==> config.mk <==
export PLATFORM = sky130hd
export DESIGN_NAME = ccr_unit
export DESIGN_NICKNAME = d
export VERILOG_FILES = /design/src/rtl/ccr_pkg.sv /design/src/rtl/ccr_flag_calc.sv /design/src/rtl/ccr_irq_gate.sv /design/src/rtl/ccr_unit.sv
export SDC_FILE = /design/constraint.sdc
export NUM_CORES = 1
export LEC_CHECK = 0
export CORE_MARGIN = 2
export CORE_UTILIZATION = 26
export CTS_CLUSTER_DIAMETER = 200
export DETAILED_ROUTE_END_ITERATION = 10
export HOLD_SLACK_MARGIN = 0.08
export PLACE_DENSITY = 0.74
export SYNTH_ARGS = -nofsm -noshare
export SYNTH_HDL_FRONTEND = slang
export SYNTH_SLANG_ARGS = --single-unit
==> constraint.sdc <==
create_clock -name clk -period 0.8 [get_ports clk]
set_input_delay 0.08 -clock clk [delete_from_list [all_inputs] [get_ports clk]]
set_output_delay 0.08 -clock clk [all_outputs]
set_load 0.03 [all_outputs]
==> src/rtl/ccr_pkg.sv <==
package ccr_pkg;

  typedef enum logic [1:0] {
    OPC_ADD   = 2'd0,
    OPC_SUB   = 2'd1,
    OPC_LOGIC = 2'd2,
    OPC_SHIFT = 2'd3
  } opc_e;

  typedef struct packed {
    logic h;
    logic n;
    logic z;
    logic v;
    logic c;
  } aflags_t;

  localparam int NUM_AFLAGS = 5;

  // Two's-complement overflow from the operand signs and the result sign.
  function automatic logic ovf_of(opc_e op, logic sa, logic sb, logic sr);
    logic o;
    case (op)
      OPC_ADD: o = (sa == sb) && (sr != sa);
      OPC_SUB: o = (sa != sb) && (sr != sa);
      default: o = 1'b0;
    endcase
    return o;
  endfunction

  // Carry source: the shift-out bit for shifts, the bit-7 carry otherwise.
  function automatic logic carry_of(opc_e op, logic c7, logic so);
    return (op == OPC_SHIFT) ? so : c7;
  endfunction

  // Accept when enabled and the request is strictly more urgent.
  function automatic logic accept_of(logic req, logic ien, logic [1:0] lvl,
                                     logic [1:0] cur);
    return req && ien && (lvl < cur);
  endfunction

endpackage

==> src/rtl/ccr_flag_calc.sv <==
module ccr_flag_calc
  import ccr_pkg::*;
#(
  parameter int RES_W = 8
) (
  input  logic [RES_W-1:0] res_i,
  input  logic             sign_a_i,
  input  logic             sign_b_i,
  input  logic             cy7_i,
  input  logic             cy3_i,
  input  logic             shout_i,
  input  logic [1:0]       opc_i,
  output aflags_t          nxt_o
);
  opc_e op;
  logic res_msb;

  always_comb begin
    op      = opc_e'(opc_i);
    res_msb = res_i[RES_W-1];
    nxt_o.h = cy3_i;
    nxt_o.n = res_msb;
    nxt_o.z = (res_i == '0);
    nxt_o.v = ovf_of(op, sign_a_i, sign_b_i, res_msb);
    nxt_o.c = carry_of(op, cy7_i, shout_i);
  end
endmodule

==> src/rtl/ccr_irq_gate.sv <==
module ccr_irq_gate
  import ccr_pkg::*;
(
  input  logic       req_i,
  input  logic       ien_i,
  input  logic [1:0] lvl_i,
  input  logic [1:0] cur_lvl_i,
  output logic       ack_o
);
  always_comb ack_o = accept_of(req_i, ien_i, lvl_i, cur_lvl_i);
endmodule

==> src/rtl/ccr_unit.sv <==
module ccr_unit
  import ccr_pkg::*;
#(
  parameter int RES_W = 8,
  parameter int LVL_W = 2,
  parameter logic [LVL_W-1:0] IL_RESET = '1
) (
  input  logic                            clk,
  input  logic                            rst_n,
  input  logic [RES_W-1:0]                res_i,
  input  logic                            sign_a_i,
  input  logic                            sign_b_i,
  input  logic                            cy7_i,
  input  logic                            cy3_i,
  input  logic                            shout_i,
  input  logic [1:0]                      opc_i,
  input  logic                            upd_h_i,
  input  logic                            upd_n_i,
  input  logic                            upd_z_i,
  input  logic                            upd_v_i,
  input  logic                            upd_c_i,
  input  logic                            wr_en_i,
  input  logic [LVL_W+NUM_AFLAGS:0]       wr_data_i,
  input  logic                            irq_req_i,
  input  logic [LVL_W-1:0]                irq_lvl_i,
  output logic [LVL_W+NUM_AFLAGS:0]       ccr_o,
  output logic                            irq_ack_o
);
  localparam int CCR_W  = LVL_W + NUM_AFLAGS + 1;
  localparam int IEN_B  = NUM_AFLAGS;
  localparam int LVL_LO = NUM_AFLAGS + 1;

  aflags_t                nxt_flags;
  logic [NUM_AFLAGS-1:0]  flags_q;
  logic [NUM_AFLAGS-1:0]  upd_vec;
  logic [NUM_AFLAGS-1:0]  flag_load;
  logic                   ien_q;
  logic [LVL_W-1:0]       lvl_q;
  logic                   wr_take;

  assign upd_vec = {upd_h_i, upd_n_i, upd_z_i, upd_v_i, upd_c_i};
  assign wr_take = wr_en_i;

  ccr_flag_calc #(.RES_W(RES_W)) calc_i (
    .res_i   (res_i),
    .sign_a_i(sign_a_i),
    .sign_b_i(sign_b_i),
    .cy7_i   (cy7_i),
    .cy3_i   (cy3_i),
    .shout_i (shout_i),
    .opc_i   (opc_i),
    .nxt_o   (nxt_flags)
  );

  for (genvar g = 0; g < NUM_AFLAGS; g++) begin : g_flag
    assign flag_load[g] = upd_vec[g] && !wr_take;
    always_ff @(posedge clk) begin
      if (!rst_n)          flags_q[g] <= 1'b0;
      else if (wr_take)    flags_q[g] <= wr_data_i[g];
      else if (flag_load[g]) flags_q[g] <= nxt_flags[g];
    end
  end

  always_ff @(posedge clk) begin
    if (!rst_n) begin
      ien_q <= 1'b0;
      lvl_q <= IL_RESET;
    end else if (wr_take) begin
      ien_q <= wr_data_i[IEN_B];
      lvl_q <= wr_data_i[CCR_W-1:LVL_LO];
    end
  end

  assign ccr_o = {lvl_q, ien_q, flags_q};

  ccr_irq_gate gate_i (
    .req_i    (irq_req_i),
    .ien_i    (ien_q),
    .lvl_i    (irq_lvl_i),
    .cur_lvl_i(lvl_q),
    .ack_o    (irq_ack_o)
  );
endmodule

==> results by group, run 1 <==
Timing
  – Final Cycle Share: 164%
  – Final Critical Period: 1.31 ns
  – Least-Margin Pin Slew: 0.230 ns
  – Fmax achieved: between 700 and 800 MHz
  – Worst slew margin: ~84%
  – Final setup violation count: 11
  – Setup slack after layout: -0.509 ns
  – Max-slew violations: 0
  – Clock skew: 0 ns
  – Final TNS setup: -1.20 ns
  – Final hold vios: 0
  – RSZ-0062 raised after global routing: true

GRT
  – Initial antenna violation count: 0
  – Largest net degree at the start of global routing: 9
  – GRT Total Usage: 15.1%
  – Vias in the first global route: 549
  – Global route overflow: 0
  – Global-route wire length before repair: 2230 um

Drt
  – DRC: 0
  – Pre-Repair DR Iteration Count: 4
  – Total number of vias: roughly 570
  – DRT antenna net count: 0
  – Vias per inst: 4.66
  – DRT iter0 DRCs: 1
  – WL/cell: between 10 and 15 um
  – Final wirelength: approximately 1500 um

Setup path
  – Worst path slowest cell: dfxtp_4
  – Startpoint types: flip-flop
  – Worst Path Class, Setup: flip-flop to output pin
  – CP Max Fanout: 2
  – Crit end category: output pin
  – CP cell instances: inv_4, ha_4, a211oi_4, buf_6
  – CP Data Arrival Time: 1.23 ns
  – WP data required: between 0.7 and 0.8 ns
  – Critical Path Max Stage Delay: around 0.36 ns

Layout
  – Area delta synth->final: 139%
  – Commonest non-fill, non-tap cell in the layout: clkdlybuf4s50_1
  – # diodes: 0
  – End-of-flow core utilization: 64.2%
  – Layout cell share with drive strength beyond 1: around two fifths
  – # fillers: 148
  – Fin nets: 141
  – Most frequent cells in the layout: clkdlybuf4s50_1, buf_6, dlygate4sd2_1

CTS
  – CTS max path bufs: 2
  – CTS tree: done
  – Worst-Skew Late Latency: 0.26 ns
  – Clock transition at the registers of the reported paths: 0.06 ns
  – Num Clock Sinks: 8
  – Clock Tree Root: clkbuf_4
  – H-tree Lvls: 1
  – CTS buffer count: 3

Die
  – Die extent in y: between 40 and 50 um
  – Die area: 2100 sq um
  – I/O pins: 43
  – Rows: 15
  – Total core area: 1690 sq um
  – Starting density of the core: 26.9%
  – Die Wd: around 46 um

Synthesis
  – Synth Area per Inst: 9.08 sq um
  – Synth Cell Area: 454 sq um
  – Ys Warns: 0
  – Synth top area cells: dfxtp_1, mux2i_1, mux2_2
  – Top cell type by total area after synthesis: dfxtp_1
  – Syn Inst Count: 50
  – Share of the synthesized area in the top cell type: 35.3%
  – Yosys cell types: 23
  – Seq cells post-synth: 8
  – Seq/Total Area, Yosys: 35.3%
  – Synth Net Count: 85

Power
  – Overall Power: around 1300 uW
  – Leakage: 0.000480 uW
  – Peak VDD IR: roughly 0.6 mV
  – Pwr dens: 1180 nW/um^2

Place
  – Port Buf Inserts: 42
  – Dpl hpwl: between 1000 and 1500 um
  – Dpl ws: -0.487 ns
  – Gpl congestion: 0.611

Run
  – Max cap viols: 0

Outcome
  – Status: finished, violations left
  – Violated checks: setup timing

Hold path
  – Hold Path Class: input pin to flip-flop
==> registers in the layout, summed over array words and instances, names as in the netlist <==
register,flops
ien_q,1
lvl_q,2
ccr_o,5
==> synth_stat cells <==
master     instances
dfxtp_1            8
inv_1              5
mux2i_1            5
nand2_1            4
nor2_1             4
nand2b_1           3
a21oi_1            2
buf_4              2
mux2_2             2
nor3_1             2
a211oi_1           1
a21boi_0           1
a221oi_2           1
a311oi_1           1
ha_1               1
nand3_1            1
nand4b_1           1
nor3b_1            1
nor4_2             1
o211ai_1           1
o2bb2ai_1          1
o41ai_1            1
xor2_1             1
==> metrics by stage <==
stage	hold WS, ns	instances	cell area [sq um]
4_1_cts	0.215	120	1060
6_report	0.210	122	1080
3_5_place_dp	0.515	115	961
5_1_grt	0.232	122	1080
3_3_place_gp	0.498	115	961
2_1_floorplan	0.142	50	497
==> layout make-up <==
type | count | area [sq um] | area share [%]
timing repair buffer | 53 | 515 | 47.5
tap | 17 | 21.3 | 1.96
multi-input combinational | 35 | 320 | 29.5
clock buffer | 4 | 26.3 | 2.42
sequential | 8 | 180 | 16.6
inverter | 5 | 21.3 | 1.96
==> where the power goes <==
group | internal [uW] | leakage [uW] | total [uW] | switching [uW]
Sequential | 425 | 0.0000690 | 443 | 18.8
Combinational | 289 | 0.000396 | 473 | 184
Clock | 193 | 0.0000150 | 359 | 166
==> critical path: cells and delay by family, from the launching register on <==
kind                       cells  cell delay (ns)
AOI/OAI and AO/OA              1             0.20
DFF                            1             0.36
adders and majority gates      1             0.21
buffers and inverters          2             0.20
==> worst paths after layout <==
check / startpoint / endpoint / slack, ns / cells after the start
max: lvl_q[1] / irq_ack_o / -0.51 / 4
min: rst_n / lvl_q[1] / 0.21 / 2
max reg2reg: ccr_o[3] / ccr_o[3] / -0.08 / 3
min reg2reg: ccr_o[0] / ccr_o[0] / 0.57 / 2
==> kinds of logic (layout without fill, tap and decap cells) <==
family | Yosys count | after routing | share of synthesized area (%)
AOI/OAI and AO/OA | 9 | 9 | 16.3
buffers and inverters | 7 | 62 | 7.44
and+or+nand+nor | 17 | 17 | 20.4
muxes | 7 | 7 | 16.0
adders and majority gates | 1 | 1 | 2.75
DFF | 8 | 8 | 35.3
xor gates and xnor gates | 1 | 1 | 1.93
==> timing repair <==
| action | in CTS | in global routing |
|---|---|---|
| pin swaps | 7 | 3 |
| setup endpoints to repair | 16 | 13 |
| setup buffers | 1 | 2 |
| gates resized for setup | 36 | 3 |
| hold buffers | 0 | 0 |
==> per-layer routing <==
layer / global-route usage, % / part of all wire (%) / vias to the layer above
met5: 0 / 0 / -
met3: 2.78 / 6.5 / 4
met1: 16.9 / 38 / 255
li1: - / - / 288
met4: 10.3 / 2.8 / 0
met2: 25.6 / 53 / 22
(Power assumes the default switching activity.)
==> run 2, diff against run 1 <==
- CORE_UTILIZATION: 26 -> 28
- PLACE_DENSITY: 0.74 -> 0.75
- SKIP_LAST_GASP: unset -> 1
- SYNTH_HIERARCHICAL: unset -> 1
==> run 2 against run 1 <==
The flow still finishes with violations (setup timing); wire length down 18%; maximum frequency rose by 2.9%; combinational power down 3%; count of clock-buffer cells in the layout unchanged; power shrank 3.4%; worst setup slack better by 0.037 ns; critical path type unchanged; largest cell class unchanged; largest power group unchanged; highest routed layer unchanged.
==> results by group, run 2 <==
Outcome
  – Status: finished, violations left
  – Violated checks: setup timing

Die
  – Die area: 2170 sq um (+3.3%)
  – Rows: 15 (unchanged)
  – Die extent in y: 46.5 um (+1.6%)
  – Total core area: 1710 sq um (+1.1%)
  – Starting density of the core: 29.7% (+2.8 points)
  – I/O pins: 43 (unchanged)
  – Die Wd: 46.5 um (+1.6%)

Hold path
  – Hold Path Class: input pin to flip-flop

Setup path
  – CP Data Arrival Time: 1.19 ns (-0.04 ns)
  – Startpoint types: flip-flop
  – Critical Path Max Stage Delay: 0.34 ns (-0.02 ns)
  – CP cell instances: inv_2, ha_4, a211oi_4, buf_6
  – Worst Path Class, Setup: flip-flop to output pin
  – R2R setup slack: -0.10 ns (-0.02 ns)
  – Worst path slowest cell: dfxtp_4
  – Crit end category: output pin
  – WP data required: 0.72 ns (about the same)
  – CP Max Fanout: 2 (unchanged)

Drt
  – DRT antenna net count: 0 (unchanged)
  – DRT iter0 DRCs: 0 (-1)
  – Pre-Repair DR Iteration Count: 1 (-3)
  – WL/cell: 9.86 um (-18%)
  – Final wirelength: 1190 um (-18%)
  – DRC: 0 (unchanged)
  – Total number of vias: 523 (-8.1%)
  – Vias per inst: 4.32 (-7.3%)

Layout
  – Most frequent cells in the layout: clkdlybuf4s50_1, buf_6, dlygate4sd2_1
  – # diodes: 0 (unchanged)
  – Fin nets: 132 (-6.4%)
  – Area delta synth->final: 109%
  – Layout cell share with drive strength beyond 1: 49.0% (+8.0 points)
  – End-of-flow core utilization: 62.1% (-2.1 points)
  – Commonest non-fill, non-tap cell in the layout: clkdlybuf4s50_1
  – Sequential standard cell area: 178 sq um (-1.4%)
  – # fillers: 150 (+1.4%)
  – Post-Layout Cell Count: 121 (-0.82%)
  – Footprint of the multi-input gates: 354 sq um (+11%)
  – Max reg flops: 5 (unchanged)

Power
  – Clk pwr share: 26.6% (-1.6 points)
  – Int Power: 913 uW (+0.84%)
  – Leakage: 0.000517 uW (+7.6%)
  – P_sw: 318 uW (-14%)
  – Peak VDD IR: 0.522 mV (-12%)
  – Sw frac: 25.8% (-3.1 points)
  – Pwr dens: 1160 nW/um^2 (-1.2%)
  – Seq pwr share: 36.2% (+1.4 points)
  – Comb pwr share: 37.2% (about the same)

Synthesis
  – Synth Cell Area: 507 sq um (+12%)
  – Share of the synthesized area in the top cell type: 31.6% (-3.7 points)
  – Ys Warns: 6 (+6)
  – Synth Net Count: 83 (-2.4%)
  – Syn Inst Count: 48 (-4.0%)
  – Synth top area cells: dfxtp_1, mux2_4, o211a_1
  – Yosys cell types: 19 (-17%)
  – Seq/Total Area, Yosys: 31.6% (-3.7 points)
  – Synth Area per Inst: 10.6 sq um (+16%)
  – Top cell type by total area after synthesis: dfxtp_1
  – Post-synth top cells: dfxtp_1, mux2_4, nand2b_1, o211a_1, nand2_1
  – Most numerous cell in the Yosys netlist: dfxtp_1
  – Seq cells post-synth: 8 (unchanged)
  – Asr flop ratio synth: 0% (unchanged)
  – Number of flops mapped to enable cells by yosys: 0 (unchanged)
  – Synth Flop Type: dfxtp_1

GRT
  – GRT Total Usage: 12.6% (-2.5 points)
  – Global route overflow: 0 (unchanged)
  – Initial antenna violation count: 0 (unchanged)
  – Vias in the first global route: 501 (-8.7%)
  – Global-route wire length before repair: 1880 um (-16%)
  – Largest net degree at the start of global routing: 9 (unchanged)

Place
  – Dpl hpwl: 1040 um (-6.5%)
  – Inst Count DP: 117 (+1.7%)
  – Port Buf Inserts: 42 (unchanged)
  – Gpl congestion: 0.660 (+8.1%)

Timing
  – Fmax achieved: 787 MHz (+2.9%)
  – Max-slew violations: 0 (unchanged)
  – Final setup violation count: 12 (+1)
  – RSZ-0062 raised after global routing: true
  – Final Cycle Share: 159% (-4.7 points)
  – Clock skew: 0 ns (unchanged)
  – Final Critical Period: 1.27 ns (-0.0372 ns)
  – Least-Margin Pin Slew: 0.283 ns (+0.0526 ns)
  – Worst slew margin: 81.1% (-3.4 points)
  – Final hold vios: 0 (unchanged)
  – Setup slack after layout: -0.471 ns (+0.0372 ns)

CTS
  – Setup bufs post-CTS: 0 (-1)
  – CTS Hold Buffers Added: 0 (unchanged)
  – Clock transition at the registers of the reported paths: 0.06 ns (about the same)
  – Num Clock Sinks: 8 (unchanged)
  – Worst-Skew Late Latency: 0.24 ns (-0.02 ns)
  – CTS buffer count: 3 (unchanged)
  – H-tree Lvls: 1 (unchanged)
  – Clock Tree Root: clkbuf_4
  – CTS max path bufs: 2 (unchanged)
  – CTS tree: done

Run
  – Max cap viols: 0 (unchanged)
-- run 2: changes by cell type in the layout (fill, tap and decap cells not counted), moves of 3 or more --
| cell | previous run | this run |
|---|---|---|
| buf_4 | 7 | 3 |
| buf_2 | 0 | 6 |
| mux2_4 | 2 | 7 |
| o211a_1 | 0 | 5 |
| nor2_1 | 4 | 1 |
| dlygate4sd2_1 | 11 | 8 |
| inv_1 | 4 | 0 |
| clkdlybuf4s50_1 | 20 | 15 |
-- run 2: through the flow --
step / hold WS (ns) / area (sq um) / setup TNS (ns) / total power, uW / worst slack, ns
floorplan: 0.208 / 568 / -1.22 / 666 / -0.332
global placement: 0.529 / 1010 / -4.51 / 902 / -0.871
detailed placement: 0.533 / 1010 / -4.60 / 910 / -0.891
CTS: 0.298 / 1050 / -1.77 / 1250 / -0.482
global route: 0.319 / 1060 / -1.69 / 1300 / -0.520
finish: 0.300 / 1060 / -1.38 / 1230 / -0.471
-- run 2: worst paths after layout --
path	cells past startpoint	start	endpoint
worst max-delay path	4	lvl_q[1]	irq_ack_o
worst min-delay path	4	res_i[7]	ccr_o[3]
worst max register to register	2	ccr_o[0]	ccr_o[0]
worst min register to register	3	lvl_q[0]	lvl_q[0]
-- run 2: area by class of cell --
type | instances | area share [%]
clock buffer | 4 | 2.48
timing repair buffer | 49 | 44.1
tap | 25 | 2.95
inverter | 1 | 0.354
sequential | 8 | 16.7
multi-input combinational | 34 | 33.4
-- run 2: layer usage --
| layer | up-vias | share of wire [%] | wire [um] | GRT usage [%] |
|---|---|---|---|---|
| met4 | 0 | 1.6 | 19 | 10.3 |
| met5 | - | 0 | 0 | 0 |
| met1 | 227 | 35 | 416 | 13.5 |
| met2 | 30 | 52 | 615 | 20.8 |
| met3 | 2 | 12 | 141 | 2.75 |
| li1 | 264 | - | - | - |
-- run 2: power by group through the flow --
stage	logic [uW]	clock network [uW]	registers, uW
floorplan	169	0	497
global placement	456	0	446
detailed placement	462	0	448
CTS	458	348	447
global route	491	362	449
finish	458	328	446
-- run 2: cell families (layout without fill, tap and decap cells) --
| kind of cell | Yosys count | in the layout | synth area share (%) |
|---|---|---|---|
| AND/OR/NAND/NOR | 16 | 16 | 18.5 |
| multiplexers | 10 | 10 | 25.2 |
| flip-flops | 8 | 8 | 31.6 |
| AO/OA/AOI/OAI | 6 | 6 | 12.3 |
| buffers and inverters | 6 | 54 | 8.15 |
| adder cells (fa/ha/maj) | 1 | 1 | 2.47 |
| XOR/XNOR | 1 | 1 | 1.73 |
-- run 2: critical path: cells and delay by family (launching register included) --
family | cells | cell delay (ns)
AO/OA/AOI/OAI | 1 | 0.20
adder cells (fa/ha/maj) | 1 | 0.19
buffers and inverters | 2 | 0.22
flip-flops | 1 | 0.34
-- run 2: what timing repair did --
item	CTS	global route
hold endpoints to repair	0	0
pin swaps	7	5
gates resized for setup	53	8
endpoints found under the setup margin	17	14
